$ cat src/rtl/bpos_pkg.sv
`timescale 1ns/1ps
package bpos_pkg;
  typedef enum logic [2:0] {
    ST_IDLE  = 3'd0,
    ST_YGO   = 3'd1,
    ST_YWAIT = 3'd2,
    ST_XGO   = 3'd3,
    ST_XWAIT = 3'd4,
    ST_OUT   = 3'd5
  } calc_state_t;

  localparam int unsigned CFG_SEL_W  = 3;
  localparam int unsigned NUM_GAINS  = 3;  // select codes 0..2
  localparam int unsigned OFS_BASE   = 3;  // select codes 3..5
endpackage

$ cat src/rtl/bpos_cfg.sv
`timescale 1ns/1ps
module bpos_cfg #(
  parameter int COEF_W    = 16,
  parameter int COEF_FRAC = 14,
  parameter int OFS_W     = 24
) (
  input  logic                              clk,
  input  logic                              rst_n,
  input  logic                              we,
  input  logic [bpos_pkg::CFG_SEL_W-1:0]    sel,
  input  logic [OFS_W-1:0]                  data,
  output logic signed [COEF_W-1:0]          gain_y,
  output logic signed [COEF_W-1:0]          gain_x,
  output logic signed [COEF_W-1:0]          gain_i,
  output logic signed [OFS_W-1:0]           ofs_y,
  output logic signed [OFS_W-1:0]           ofs_x,
  output logic signed [OFS_W-1:0]           ofs_i
);
  import bpos_pkg::*;

  localparam logic signed [COEF_W-1:0] UNITY = COEF_W'(1) << COEF_FRAC;

  logic signed [COEF_W-1:0] gain_q [NUM_GAINS];
  logic signed [OFS_W-1:0]  ofs_q  [NUM_GAINS];

  for (genvar g = 0; g < NUM_GAINS; g++) begin : g_regs
    logic gain_en, ofs_en;
    assign gain_en = we && (sel == CFG_SEL_W'(g));
    assign ofs_en  = we && (sel == CFG_SEL_W'(OFS_BASE + g));

    always_ff @(posedge clk or negedge rst_n) begin
      if (!rst_n) begin
        gain_q[g] <= UNITY;
      end else if (gain_en) begin
        gain_q[g] <= data[COEF_W-1:0];
      end
    end

    always_ff @(posedge clk or negedge rst_n) begin
      if (!rst_n) begin
        ofs_q[g] <= '0;
      end else if (ofs_en) begin
        ofs_q[g] <= data;
      end
    end
  end

  assign gain_y = gain_q[0];
  assign gain_x = gain_q[1];
  assign gain_i = gain_q[2];
  assign ofs_y  = ofs_q[0];
  assign ofs_x  = ofs_q[1];
  assign ofs_i  = ofs_q[2];

  // unused select codes leave every register untouched
  assert_unused_sel_R9: assert property (@(posedge clk) disable iff (!rst_n)
    (we && sel >= CFG_SEL_W'(OFS_BASE + NUM_GAINS)) |=>
      ($stable(gain_q[0]) && $stable(gain_q[1]) && $stable(gain_q[2]) &&
       $stable(ofs_q[0]) && $stable(ofs_q[1]) && $stable(ofs_q[2])));
endmodule

$ cat src/rtl/bpos_divider.sv
`timescale 1ns/1ps
module bpos_divider #(
  parameter int NUM_W = 18,
  parameter int DEN_W = 19,
  parameter int Q_W   = 17
) (
  input  logic             clk,
  input  logic             rst_n,
  input  logic             start,
  input  logic [NUM_W-1:0] num,
  input  logic [DEN_W-1:0] den,
  output logic [Q_W-1:0]   quo,
  output logic             done
);
  localparam int REM_W = DEN_W + 1;
  localparam int CNT_W = $clog2(Q_W);
  localparam logic [CNT_W-1:0] LAST = CNT_W'(Q_W - 1);

  logic             run_q, run_d;
  logic [CNT_W-1:0] cnt_q, cnt_d;
  logic [REM_W-1:0] rem_q, rem_d;
  logic [DEN_W-1:0] den_q, den_d;
  logic [Q_W-1:0]   quo_q, quo_d;
  logic             done_q, done_d;
  logic [REM_W-1:0] trial;
  logic             fits;

  always_comb begin
    // first step takes the integer bit without shifting
    trial  = (cnt_q == '0) ? rem_q : {rem_q[REM_W-2:0], 1'b0};
    fits   = trial >= REM_W'(den_q);
    run_d  = run_q;
    cnt_d  = cnt_q;
    rem_d  = rem_q;
    den_d  = den_q;
    quo_d  = quo_q;
    done_d = 1'b0;
    if (start) begin
      run_d = 1'b1;
      cnt_d = '0;
      rem_d = REM_W'(num);
      den_d = den;
      quo_d = '0;
    end else if (run_q) begin
      rem_d = fits ? (trial - REM_W'(den_q)) : trial;
      quo_d = {quo_q[Q_W-2:0], fits};
      if (cnt_q == LAST) begin
        run_d  = 1'b0;
        done_d = 1'b1;
      end else begin
        cnt_d = cnt_q + 1'b1;
      end
    end
  end

  always_ff @(posedge clk or negedge rst_n) begin
    if (!rst_n) begin
      run_q  <= 1'b0;
      cnt_q  <= '0;
      rem_q  <= '0;
      den_q  <= '0;
      quo_q  <= '0;
      done_q <= 1'b0;
    end else begin
      run_q  <= run_d;
      cnt_q  <= cnt_d;
      rem_q  <= rem_d;
      den_q  <= den_d;
      quo_q  <= quo_d;
      done_q <= done_d;
    end
  end

  assign quo  = quo_q;
  assign done = done_q;

  // the shared divider is never restarted mid-division
  assert_start_idle_R5: assert property (@(posedge clk) disable iff (!rst_n)
    start |-> !run_q);
  // completion is a single-cycle strobe
  assert_done_pulse_R5: assert property (@(posedge clk) disable iff (!rst_n)
    done_q |=> !done_q);
endmodule

$ cat src/rtl/bpos_scale.sv
`timescale 1ns/1ps
module bpos_scale #(
  parameter int IN_W     = 18,
  parameter int COEF_W   = 16,
  parameter int FRAC     = 14,
  parameter int OFS_W    = 24,
  parameter int OUT_W    = 24,
  parameter bit SUBTRACT = 1'b1
) (
  input  logic signed [IN_W-1:0]   val,
  input  logic signed [COEF_W-1:0] gain,
  input  logic signed [OFS_W-1:0]  ofs,
  output logic signed [OUT_W-1:0]  res
);
  localparam int PROD_W = IN_W + COEF_W;
  localparam int ACC_W  = ((PROD_W > OFS_W) ? PROD_W : OFS_W) + 1;
  localparam logic signed [ACC_W-1:0] MAXV =
    {{(ACC_W-OUT_W+1){1'b0}}, {(OUT_W-1){1'b1}}};
  localparam logic signed [ACC_W-1:0] MINV =
    {{(ACC_W-OUT_W+1){1'b1}}, {(OUT_W-1){1'b0}}};

  logic signed [PROD_W-1:0] val_x, gain_x, prod, shifted;
  logic signed [ACC_W-1:0]  acc;

  always_comb begin
    val_x   = PROD_W'(val);
    gain_x  = PROD_W'(gain);
    prod    = val_x * gain_x;
    shifted = prod >>> FRAC;
    if (SUBTRACT) begin
      acc = ACC_W'(shifted) - ACC_W'(ofs);
    end else begin
      acc = ACC_W'(shifted) + ACC_W'(ofs);
    end
    if (acc > MAXV) begin
      res = MAXV[OUT_W-1:0];
    end else if (acc < MINV) begin
      res = MINV[OUT_W-1:0];
    end else begin
      res = acc[OUT_W-1:0];
    end
  end
endmodule

$ cat src/rtl/bpos_calc.sv
`timescale 1ns/1ps
module bpos_calc #(
  parameter int AMP_W      = 18,
  parameter int COEF_W     = 16,
  parameter int COEF_FRAC  = 14,
  parameter int OFS_W      = 24,
  parameter int RATIO_FRAC = 16,
  parameter int OUT_W      = 24
) (
  input  logic                     clk,
  input  logic                     rst_n,
  input  logic                     in_valid,
  input  logic [AMP_W-1:0]         amp_a,
  input  logic [AMP_W-1:0]         amp_b,
  input  logic [AMP_W-1:0]         amp_c,
  input  logic [AMP_W-1:0]         amp_d,
  input  logic                     cfg_we,
  input  logic [2:0]               cfg_sel,
  input  logic [OFS_W-1:0]         cfg_data,
  output logic                     busy,
  output logic                     res_valid,
  output logic signed [OUT_W-1:0]  pos_x,
  output logic signed [OUT_W-1:0]  pos_y,
  output logic signed [OUT_W-1:0]  beam_cur,
  output logic                     x_invalid,
  output logic                     y_invalid,
  output logic                     overrun
);
  import bpos_pkg::*;

  localparam int SUM_W = AMP_W + 1;
  localparam int TOT_W = AMP_W + 2;
  localparam int Q_W   = RATIO_FRAC + 1;
  localparam int RAT_W = RATIO_FRAC + 2;
  localparam logic [Q_W-1:0] Q_ONE = Q_W'(1) << RATIO_FRAC;

  calc_state_t state_q, state_d;
  logic [AMP_W-1:0] a_q, b_q, c_q, d_q;
  logic signed [RAT_W-1:0] rat_y_q, rat_y_d, rat_x_q, rat_x_d;
  logic yinv_q, yinv_d, xinv_q, xinv_d;
  logic ovr_q, ovr_d;
  logic res_v_q, res_v_d;
  logic signed [OUT_W-1:0] py_q, px_q, pi_q;
  logic oyinv_q, oxinv_q;

  logic accept, out_en;
  logic [SUM_W-1:0] sum_ab, sum_cd;
  logic [AMP_W-1:0] mag_ab, mag_cd;
  logic neg_y, neg_x;
  logic [TOT_W-1:0] sum_all;
  logic div_start, div_done;
  logic [AMP_W-1:0] div_num;
  logic [SUM_W-1:0] div_den;
  logic [Q_W-1:0]   div_quo;
  logic signed [RAT_W-1:0] quo_s;
  logic signed [OUT_W-1:0] py_n, px_n, pi_n;
  logic signed [COEF_W-1:0] k_y, k_x, k_i;
  logic signed [OFS_W-1:0]  o_y, o_x, o_i;

  // operand preparation from the captured amplitude set
  always_comb begin
    sum_ab  = SUM_W'(a_q) + SUM_W'(b_q);
    sum_cd  = SUM_W'(c_q) + SUM_W'(d_q);
    neg_y   = a_q < b_q;
    neg_x   = c_q < d_q;
    mag_ab  = neg_y ? (b_q - a_q) : (a_q - b_q);
    mag_cd  = neg_x ? (d_q - c_q) : (c_q - d_q);
    sum_all = TOT_W'(sum_ab) + TOT_W'(sum_cd);
  end

  // shared divider operand steering
  always_comb begin
    div_start = (state_q == ST_YGO) || (state_q == ST_XGO);
    div_num   = (state_q == ST_XGO) ? mag_cd : mag_ab;
    div_den   = (state_q == ST_XGO) ? sum_cd : sum_ab;
  end

  bpos_divider #(
    .NUM_W (AMP_W),
    .DEN_W (SUM_W),
    .Q_W   (Q_W)
  ) u_div (
    .clk   (clk),
    .rst_n (rst_n),
    .start (div_start),
    .num   (div_num),
    .den   (div_den),
    .quo   (div_quo),
    .done  (div_done)
  );

  bpos_cfg #(
    .COEF_W    (COEF_W),
    .COEF_FRAC (COEF_FRAC),
    .OFS_W     (OFS_W)
  ) u_cfg (
    .clk    (clk),
    .rst_n  (rst_n),
    .we     (cfg_we),
    .sel    (cfg_sel),
    .data   (cfg_data),
    .gain_y (k_y),
    .gain_x (k_x),
    .gain_i (k_i),
    .ofs_y  (o_y),
    .ofs_x  (o_x),
    .ofs_i  (o_i)
  );

  // next-state logic
  always_comb begin
    accept  = in_valid && (state_q == ST_IDLE);
    quo_s   = $signed({1'b0, div_quo});
    state_d = state_q;
    rat_y_d = rat_y_q;
    rat_x_d = rat_x_q;
    yinv_d  = yinv_q;
    xinv_d  = xinv_q;
    ovr_d   = ovr_q || (in_valid && (state_q != ST_IDLE));
    res_v_d = 1'b0;
    out_en  = 1'b0;
    unique case (state_q)
      ST_IDLE:  if (accept) state_d = ST_YGO;
      ST_YGO:   state_d = ST_YWAIT;
      ST_YWAIT: if (div_done) begin
        yinv_d  = (sum_ab == '0);
        rat_y_d = (sum_ab == '0) ? '0 : (neg_y ? -quo_s : quo_s);
        state_d = ST_XGO;
      end
      ST_XGO:   state_d = ST_XWAIT;
      ST_XWAIT: if (div_done) begin
        xinv_d  = (sum_cd == '0);
        rat_x_d = (sum_cd == '0) ? '0 : (neg_x ? -quo_s : quo_s);
        state_d = ST_OUT;
      end
      ST_OUT: begin
        res_v_d = 1'b1;
        out_en  = 1'b1;
        state_d = ST_IDLE;
      end
      default:  state_d = ST_IDLE;
    endcase
  end

  bpos_scale #(
    .IN_W (RAT_W), .COEF_W (COEF_W), .FRAC (COEF_FRAC),
    .OFS_W (OFS_W), .OUT_W (OUT_W), .SUBTRACT (1'b1)
  ) u_scale_y (
    .val (rat_y_q), .gain (k_y), .ofs (o_y), .res (py_n)
  );

  bpos_scale #(
    .IN_W (RAT_W), .COEF_W (COEF_W), .FRAC (COEF_FRAC),
    .OFS_W (OFS_W), .OUT_W (OUT_W), .SUBTRACT (1'b1)
  ) u_scale_x (
    .val (rat_x_q), .gain (k_x), .ofs (o_x), .res (px_n)
  );

  bpos_scale #(
    .IN_W (TOT_W + 1), .COEF_W (COEF_W), .FRAC (COEF_FRAC),
    .OFS_W (OFS_W), .OUT_W (OUT_W), .SUBTRACT (1'b0)
  ) u_scale_i (
    .val ($signed({1'b0, sum_all})), .gain (k_i), .ofs (o_i), .res (pi_n)
  );

  // registers
  always_ff @(posedge clk or negedge rst_n) begin
    if (!rst_n) begin
      state_q <= ST_IDLE;
      rat_y_q <= '0;
      rat_x_q <= '0;
      yinv_q  <= 1'b0;
      xinv_q  <= 1'b0;
      ovr_q   <= 1'b0;
      res_v_q <= 1'b0;
    end else begin
      state_q <= state_d;
      rat_y_q <= rat_y_d;
      rat_x_q <= rat_x_d;
      yinv_q  <= yinv_d;
      xinv_q  <= xinv_d;
      ovr_q   <= ovr_d;
      res_v_q <= res_v_d;
    end
  end

  always_ff @(posedge clk or negedge rst_n) begin
    if (!rst_n) begin
      a_q <= '0;
      b_q <= '0;
      c_q <= '0;
      d_q <= '0;
    end else if (accept) begin
      a_q <= amp_a;
      b_q <= amp_b;
      c_q <= amp_c;
      d_q <= amp_d;
    end
  end

  always_ff @(posedge clk or negedge rst_n) begin
    if (!rst_n) begin
      py_q    <= '0;
      px_q    <= '0;
      pi_q    <= '0;
      oyinv_q <= 1'b0;
      oxinv_q <= 1'b0;
    end else if (out_en) begin
      py_q    <= py_n;
      px_q    <= px_n;
      pi_q    <= pi_n;
      oyinv_q <= yinv_q;
      oxinv_q <= xinv_q;
    end
  end

  assign busy      = (state_q != ST_IDLE);
  assign res_valid = res_v_q;
  assign pos_y     = py_q;
  assign pos_x     = px_q;
  assign beam_cur  = pi_q;
  assign y_invalid = oyinv_q;
  assign x_invalid = oxinv_q;
  assign overrun   = ovr_q;

  assert_res_pulse_R5: assert property (@(posedge clk) disable iff (!rst_n)
    res_valid |=> !res_valid);
  assert_accept_busy_R7: assert property (@(posedge clk) disable iff (!rst_n)
    (in_valid && !busy) |=> busy);
  assert_ovr_set_R7: assert property (@(posedge clk) disable iff (!rst_n)
    (in_valid && busy) |=> overrun);
  assert_ovr_sticky_R7: assert property (@(posedge clk) disable iff (!rst_n)
    overrun |=> overrun);
  assert_ratio_bound_R2: assert property (@(posedge clk) disable iff (!rst_n)
    ((state_q == ST_YWAIT) && div_done && (sum_ab != '0)) |-> (div_quo <= Q_ONE));
  assert_zero_den_R6: assert property (@(posedge clk) disable iff (!rst_n)
    ((state_q == ST_YWAIT) && div_done && (sum_ab == '0)) |=>
      ((rat_y_q == '0) && yinv_q));
  assert_held_R5: assert property (@(posedge clk) disable iff (!rst_n)
    (!res_v_d) |=> ($stable(pos_x) && $stable(pos_y) && $stable(beam_cur)));
endmodule

$ cat config.mk
export PLATFORM = sky130hd
export DESIGN_NAME = bpos_calc
export DESIGN_NICKNAME = d
export VERILOG_FILES = /design/src/rtl/bpos_pkg.sv /design/src/rtl/bpos_cfg.sv /design/src/rtl/bpos_divider.sv /design/src/rtl/bpos_scale.sv /design/src/rtl/bpos_calc.sv
export SDC_FILE = /design/constraint.sdc
export NUM_CORES = 2
export LEC_CHECK = 0
export BUFFER_PORTS_ARGS = -buffer_cell sky130_fd_sc_hd__buf_4
export CAP_MARGIN = 20
export CORE_MARGIN = 8
export CORE_UTILIZATION = 55
export CTS_CLUSTER_DIAMETER = 200
export DETAILED_ROUTE_END_ITERATION = 8
export PLACE_DENSITY = 0.74
export RECOVER_POWER = 50
export SETUP_SLACK_MARGIN = 0.05
export SLEW_MARGIN = 0
export SYNTH_ARGS = -nofsm -noshare
export SYNTH_HDL_FRONTEND = slang
export SYNTH_SLANG_ARGS = --single-unit
export TNS_END_PERCENT = 30
$ cat constraint.sdc
create_clock -name clk -period 10.25 [get_ports clk]
set_clock_uncertainty 0.05 [all_clocks]
set_input_delay 3.075 -clock clk [delete_from_list [all_inputs] [get_ports clk]]
set_output_delay 3.075 -clock clk [all_outputs]
set_load 0.01 [all_outputs]
# ---- After elaboration in Yosys (flattened, before gate mapping)
# Cells that the tools add are included.
dict set report totals {
  register_bits 372
}
dict set report classes {
  addsub 13
  multipliers 3
  order_cmp 9
  n_eq_ne 15
  n_mux 34
  reduce_logical 21
}
# op count
set ops {}
lappend ops {{2-to-1 mux 24 bit} 6}
lappend ops {{2-to-1 mux 18 bit} 7}
lappend ops {{2-to-1 mux 20 bit} 4}
lappend ops {{subtractor 18 bit} 4}
lappend ops {{greater-than comparator 35 x 24 -> 1 bit, second input constant} 2}
lappend ops {{less-than comparator 35 x 24 -> 1 bit, second input constant} 2}
lappend ops {{multiplier 18 x 16 -> 34 bit} 2}
lappend ops {{subtractor 20 x 24 -> 25 bit} 2}
lappend ops {{adder 18 x 18 -> 19 bit} 2}
lappend ops {{greater-than comparator 38 x 24 -> 1 bit, second input constant} 1}
lappend ops {{zero test 19 bit} 2}
lappend ops {{less-than comparator 38 x 24 -> 1 bit, second input constant} 1}
lappend ops {{multiplier 21 x 16 -> 37 bit} 1}
lappend ops {{less-than comparator 18 bit} 2}
lappend ops {{2-to-1 mux 17 bit} 2}
lappend ops {{adder 23 x 24 -> 25 bit} 1}
lappend ops {{adder 19 x 19 -> 20 bit} 1}
lappend ops {{>= comparator 20 x 19 -> 1 bit} 1}
lappend ops {{subtractor 20 x 19 -> 20 bit} 1}
lappend ops {{2-to-1 mux 19 bit} 1}
lappend ops {{negator 17 -> 18 bit} 1}
lappend ops {{2-to-1 mux 5 bit} 3}
lappend ops {{one-hot mux 3 bit (5 select lines)} 1}
lappend ops {{equality test 3 x 2 -> 1 bit, second input constant} 4}
lappend ops {{16 further kinds} 41}

# ---- Logic depth before layout (Yosys ltp)
dict set report depth {
  depth_word 7
  depth_mapped 54
  depth_no_buf 52
}

# ---- Hierarchy
# From an unflattened synthesis, not the netlist that was laid out.
dict set report hier_totals {
  hier_cells 6713
  hier_area_um2 60153.9
}
# module instances cells_each area_each_um2 seq_area_each_um2
set by_module_without_submodules {}
lappend by_module_without_submodules {bpos_calc 1 1781 14302.5 4729.5}
lappend by_module_without_submodules {{bpos_scale at u_scale_i} 1 1510 13261.5 0.0}
lappend by_module_without_submodules {{bpos_scale at u_scale_x} 1 1354 11920.2 0.0}
lappend by_module_without_submodules {{bpos_scale at u_scale_y} 1 1337 11875.1 0.0}
lappend by_module_without_submodules {bpos_cfg 1 259 4554.4 3006.6}
lappend by_module_without_submodules {bpos_divider 1 472 4240.3 1576.5}

# ---- Worst setup path after synthesis
# OpenSTA, ideal clock, no wires.
dict set report synth_path {
  kind {register to register}
  startpoint {reg a_q[0]}
  endpoint {reg pi_q[14], in the netlist beam_cur[14]}
  setup_time_ns 0.083
  arrival_time_ns 11.238
  t_required_ns 10.117
  path_slack_ns -1.121
  path_stages_with_launch 52
  synth_period_minus_slack_ns 11.371
  cell_sequence {dfrtp_1 -> ha_1 -> fa_1 -> nor2b_1 -> o221a_2 -> o211ai_2 -> and2_1 -> o21a_1 -> o21bai_1 -> a21oi_1 -> o21ai_0 -> xnor2_1 -> ha_1 -> a21oi_1 -> o31ai_2 -> a311o_1 -> a21oi_2 -> buf_6 -> [... 16 more ...] -> o31ai_1 -> and3_4 -> or4_4 -> a31o_2 -> a21oi_1 -> xnor2_1 -> ha_1 -> nand2_1 -> nor2_1 -> nand2_1 -> a211oi_1 -> o211ai_1 -> o2bb2ai_1 -> nor2b_1 -> and2_1 -> clkbuf_1 -> nor2_1 -> o21ai_0}
}
dict set report synth_via {
  elab_chain_len 7
}
# item line
set synth_lines {}
lappend synth_lines {{start, declared} bpos_calc.sv:38} ;# logic [AMP_W-1:0] a_q, b_q, c_q, d_q;
lappend synth_lines {{start signal, assigned} bpos_calc.sv:194} ;# a_q <= amp_a;
lappend synth_lines {{adder 18 x 18 -> 19 bit *} bpos_calc.sv:62} ;# sum_ab = SUM_W'(a_q) + SUM_W'(b_q);
lappend synth_lines {{adder 19 x 19 -> 20 bit *} bpos_calc.sv:68} ;# sum_all = TOT_W'(sum_ab) + TOT_W'(sum_cd);
lappend synth_lines {{multiplier 21 x 16 -> 37 bit *} bpos_scale.sv:28} ;# prod = val_x * gain_x;
lappend synth_lines {{adder 23 x 24 -> 25 bit *} bpos_scale.sv:33} ;# acc = ACC_W'(shifted) + ACC_W'(ofs);
lappend synth_lines {{less-than comparator 38 x 24 -> 1 bit} bpos_scale.sv:37} ;# end else if (acc < MINV) begin
lappend synth_lines {{2-to-1 mux 24 bit} bpos_scale.sv:37}
lappend synth_lines {{2-to-1 mux 24 bit *} bpos_scale.sv:35} ;# if (acc > MAXV) begin
lappend synth_lines {{end signal, assigned} bpos_calc.sv:211} ;# pi_q <= pi_n;
lappend synth_lines {{end, declared} bpos_calc.sv:43} ;# logic signed [OUT_W-1:0] py_q, px_q, pi_q;
# Mark *: on every way between the ends. The rest lies on a longest branch, timed or not.
# A chain may end at the register's enable or synchronous reset.

# ---- Worst setup path in the final report
dict set report layout_path {
  startpoint {reg b_q[1]}
  endpoint {reg pi_q[7], in the netlist beam_cur[7]}
}
dict set report layout_via {
  elab_chain_len 7
}
# item line
set layout_lines {}
lappend layout_lines {{start, declared} bpos_calc.sv:38}
lappend layout_lines {{start signal, assigned} bpos_calc.sv:195} ;# b_q <= amp_b;
lappend layout_lines {{adder 18 x 18 -> 19 bit *} bpos_calc.sv:62}
lappend layout_lines {{adder 19 x 19 -> 20 bit *} bpos_calc.sv:68}
lappend layout_lines {{multiplier 21 x 16 -> 37 bit *} bpos_scale.sv:28}
lappend layout_lines {{adder 23 x 24 -> 25 bit *} bpos_scale.sv:33}
lappend layout_lines {{less-than comparator 38 x 24 -> 1 bit} bpos_scale.sv:37}
lappend layout_lines {{2-to-1 mux 24 bit} bpos_scale.sv:37}
lappend layout_lines {{2-to-1 mux 24 bit *} bpos_scale.sv:35}
# Marks and branches as above.

==> impl_summary.txt <==
----------------------------------------------------
[Clock tree]
  CTS Buf Count ... 48
  CTS Sinks ... 372
  Clk pin slew, worst setup/hold paths ... 0.06 ns
  TritonCTS clock tree ... done
  H-Tree Depth ... 2
  Buffer type at the clock tree root ... clkbuf_16
  Worst-skew pair later-pin latency ... 0.64 ns
  Clock tree buffer depth ... 3

[Final layout]
  Post-layout utilization of the core ... 63.96%
  Final layout net count ... 8252
  Area grow syn2layout ... 15.07%
  Layout Cells excl Fill ... 8203
  Fill cell instance count of the final layout ... 8397
  Ratio of cells with drive above 1 in the final layout ... between 10% and 20%

[Worst setup path]
  Terminus of the critical flop-to-flop path ... beam_cur[7]$_DFFE_PN0P_
  Largest stage delay on the critical path ... ~0.59 ns
  Worst path required time ... 10.75 ns
  Crit path kind ... reg2reg
  Crit-path slowest cell ... fa_1
  Reg2Reg Launch Point ... b_q[1]$_DFFE_PN0P_
  Maximum fanout count along the critical path ... 8
  Number of cells on the worst reg-to-reg path ... 44
  Critical path capture point type ... flop
  Kind of start point of the critical path ... flop
  Worst Path Arrival ... 11.70 ns
  Most frequent cell on the critical path ... fa_1
  Worst-case register-to-register setup slack ... -0.95 ns
  Start point of the critical path ... b_q[1]$_DFFE_PN0P_

[Global routing]
  Maximum number of pins on one net before global-route repair ... 150
  Number of antenna violations at the first check in global routing ... 5
  Global route overflow ... 0
  Number of global-route vias before repair ... 48710
  First-pass GRT wire length ... 255500 um
  Global-route usage over all layers ... 27.92%

[Timing]
  Number of setup violations in the final report ... 24
  Unrepaired setup endpoints after global routing ... true
  Final hold violation count ... 0
  Worst slew margin ... -321.7%
  Maximum clock frequency ... approximately 89 MHz
  Crit path time final ... 11.20 ns
  Fraction of the cycle the final worst path needs ... 109.3%
  Final worst-path setup slack ... -0.9533 ns
  Number of pins exceeding their max-slew limit in the final report ... roughly 240
  Hold WS ... ~0.4 ns
  Transition at the pin with the smallest max-transition slack ... between 6 and 7 ns

[Worst hold path]
  Hold Path Stages ... 2
  Tightest Hold Check Type ... reg2reg
  Hold Crit Endpoint ... y_invalid$_DFFE_PN0P_
  Hold Crit Start ... yinv_q$_DFFE_PN0P_

[Die]
  Number of ports placed on the die boundary ... 180
  Full die area ... between 100000 and 150000 um2
  Standard-cell rows ... 117
  Placeable core region ... 102000 um2
  Die extent in y ... 337.1 um
  Initial Util ... 55.58%
  Die extent in x ... 337.1 um

[Yosys]
  Number of distinct standard cells referenced by the synthesized netlist ... 98
  Leading cell types by total area after synthesis ... fa_1 (30%), dfrtp_1 (16%), ha_1 (11%), inv_1 (7.3%), nand2_1 (5.6%)
  Number of enable flip-flop cells after synthesis ... 0
  Synthesized cell area ... 56710 um2
  Average footprint of a synthesized cell ... 8.961 um2
  Flip-flop and latch count after synthesis ... 372
  Predominant post-synthesis flop cell ... dfrtp_1
  Yosys warns ... 0
  Sequential share of the synthesized area ... 16.42%
  Dominant cell type by area after synthesis ... fa_1
  Synth Instances ... 6329
  Share of flip-flops with an asynchronous set or reset ... between 90% and 100%
  Fraction of synthesized cell area taken by the top area cell type ... 29.58%
  Net count after synthesis ... 7787

[Route]
  Final antenna-violating net count ... 0
  Post-detailed-route wirelength per cell ... 19.11 um
  Remaining design rule violation count ... 0
  Detail-routed via count per cell ... 5.590
  Pre-antenna DRT Iters ... 6
  Wire length reported by the detailed router ... 156700 um
  Via count ... 45850
  Count of routing violations after the opening detailed-route iteration ... 3168

[Placement]
  Final HPWL from detailed placement ... roughly 120000 um
  Total instance count after detailed placement ... 8069
  Global placer's final weighted congestion ... 0.9308
  Buffers added on ports ... between 150 and 200

[Job]
  Number of maximum-capacitance constraint violations ... 4

[Run status]
  Status ... finished, violations left
  Violations in the final reports ... capacitance limit, slew limit, setup timing

----------------------------------------------------
## flip-flops by register name, indices dropped and copies added (netlist names), 19 cells and up
name         flops
u_div.den_q     19
pos_y           24
u_div.rem_q     20
u_cfg.ofs_y     24
pos_x           24
u_cfg.ofs_i     24
u_cfg.ofs_x     24
beam_cur        24
## metal layers
layer	global-route usage (%)	part of all wire [%]
met1	36.15	41
met2	46.80	48
met3	4.671	7.0
met4	11.18	4.5
met5	0	0.026
## stage by stage
stage | area (um2) | setup WS [ns] | setup TNS, ns
2_1_floorplan | 57060 | -0.4194 | -8.776
5_1_grt | 65250 | -1.514 | -34.59
3_5_place_dp | 62610 | -1.164 | -26.38
6_report | 65260 | -0.9533 | -21.48
3_3_place_gp | 62600 | -0.9993 | -23.12
4_1_cts | 64930 | -0.7557 | -17.49
## timing repair
item | in CTS | in global routing
resized for setup | 77 | 90
endpoints found under the setup margin | 25 | 54
buffers inserted | 29 | 11
gates cloned | 3 | 1
pin swaps | 51 | 68
hold buffers | 0 | 0
## synth_stat cells, drive strengths merged (8+ instances only)
master and count:
o41ai 8, and2 363, a211o 17, xnor2 171
a41oi 8, fa 838, dfrtp 369, ha 517
nor3 61, mux2 117, clkbuf 236, buf 42
o22ai 12, mux2i 48, nor2b 45, nand3 47
o21a 37, o31ai 59, nand4 24, nand2 850
a21o 88, o21ai 294, nor2 257, o21bai 26
nand2b 78, or3 25, nor4 10, or2 17
o221ai 8, a211oi 29, o211ai 30, inv 1100
and3 9, a21oi 249, o311ai 8, a31oi 24
xor2 94, a21boi 11
## critical path, delay by kind of cell, from the launching register on
kind / cells / cell delay [ns]
fa+ha+maj: 10 / 4.14
xor+xnor: 2 / 0.35
compound gates: 14 / 2.94
flops: 1 / 0.46
simple gates: 10 / 2.30
buf+inv: 8 / 0.89
## final cells by class
class,instances,area (um2),share of cell area (%)
Multi-Input combinational cell,4581,43160,66.13
Sequential cell,372,9329,14.30
Timing Repair Buffer,690,5199,7.966
Inverter,1101,4135,6.337
Tap cell,1368,1712,2.623
Clock buffer,68,1408,2.157
Clock inverter,21,314.1,0.4812
Antenna cell,2,5.005,0.007669
## logic make-up after synthesis
kind of cell / Yosys count / synth area share (%)
flops: 372 / 16.42
simple gates: 1812 / 15.00
compound gates: 975 / 10.98
mux: 165 / 3.170
xor+xnor: 265 / 4.119
buf+inv: 1379 / 9.220
fa+ha+maj: 1361 / 41.09
## cells in the final DEF, fill, tap and decap left out, drive strengths merged, types with 45 or more instances in the layout
| cell | count |
|---|---|
| xnor2 | 171 |
| inv | 1102 |
| mux2i | 48 |
| fa | 838 |
| nor2b | 45 |
| nand2 | 850 |
| a21o | 88 |
| o31ai | 59 |
| dfrtp | 369 |
| buf | 682 |
| nand3 | 47 |
| a21oi | 249 |
| and2 | 366 |
| mux2 | 117 |
| nor3 | 61 |
| xor2 | 94 |
| ha | 517 |
| o21ai | 294 |
| clkbuf | 76 |
| nor2 | 257 |
| nand2b | 78 |
## how the worst max path moves through the flow
stage                          endpoint  slack, ns  cells past startpoint
2_1_floorplan  beam_cur[21]$_DFFE_PN0P_      -0.42                     49
3_3_place_gp    beam_cur[9]$_DFFE_PN0P_       -1.0                     49
3_5_place_dp   beam_cur[12]$_DFFE_PN0P_      -1.16                     51
4_1_cts        beam_cur[16]$_DFFE_PN0P_      -0.76                     47
5_1_grt        beam_cur[10]$_DFFE_PN0P_      -1.51                     56
6_report        beam_cur[7]$_DFFE_PN0P_      -0.95                     44
Power is left out: the tool's default activity adds up to more than one toggle a clock period on the data nets, which glitch-free logic cannot reach.
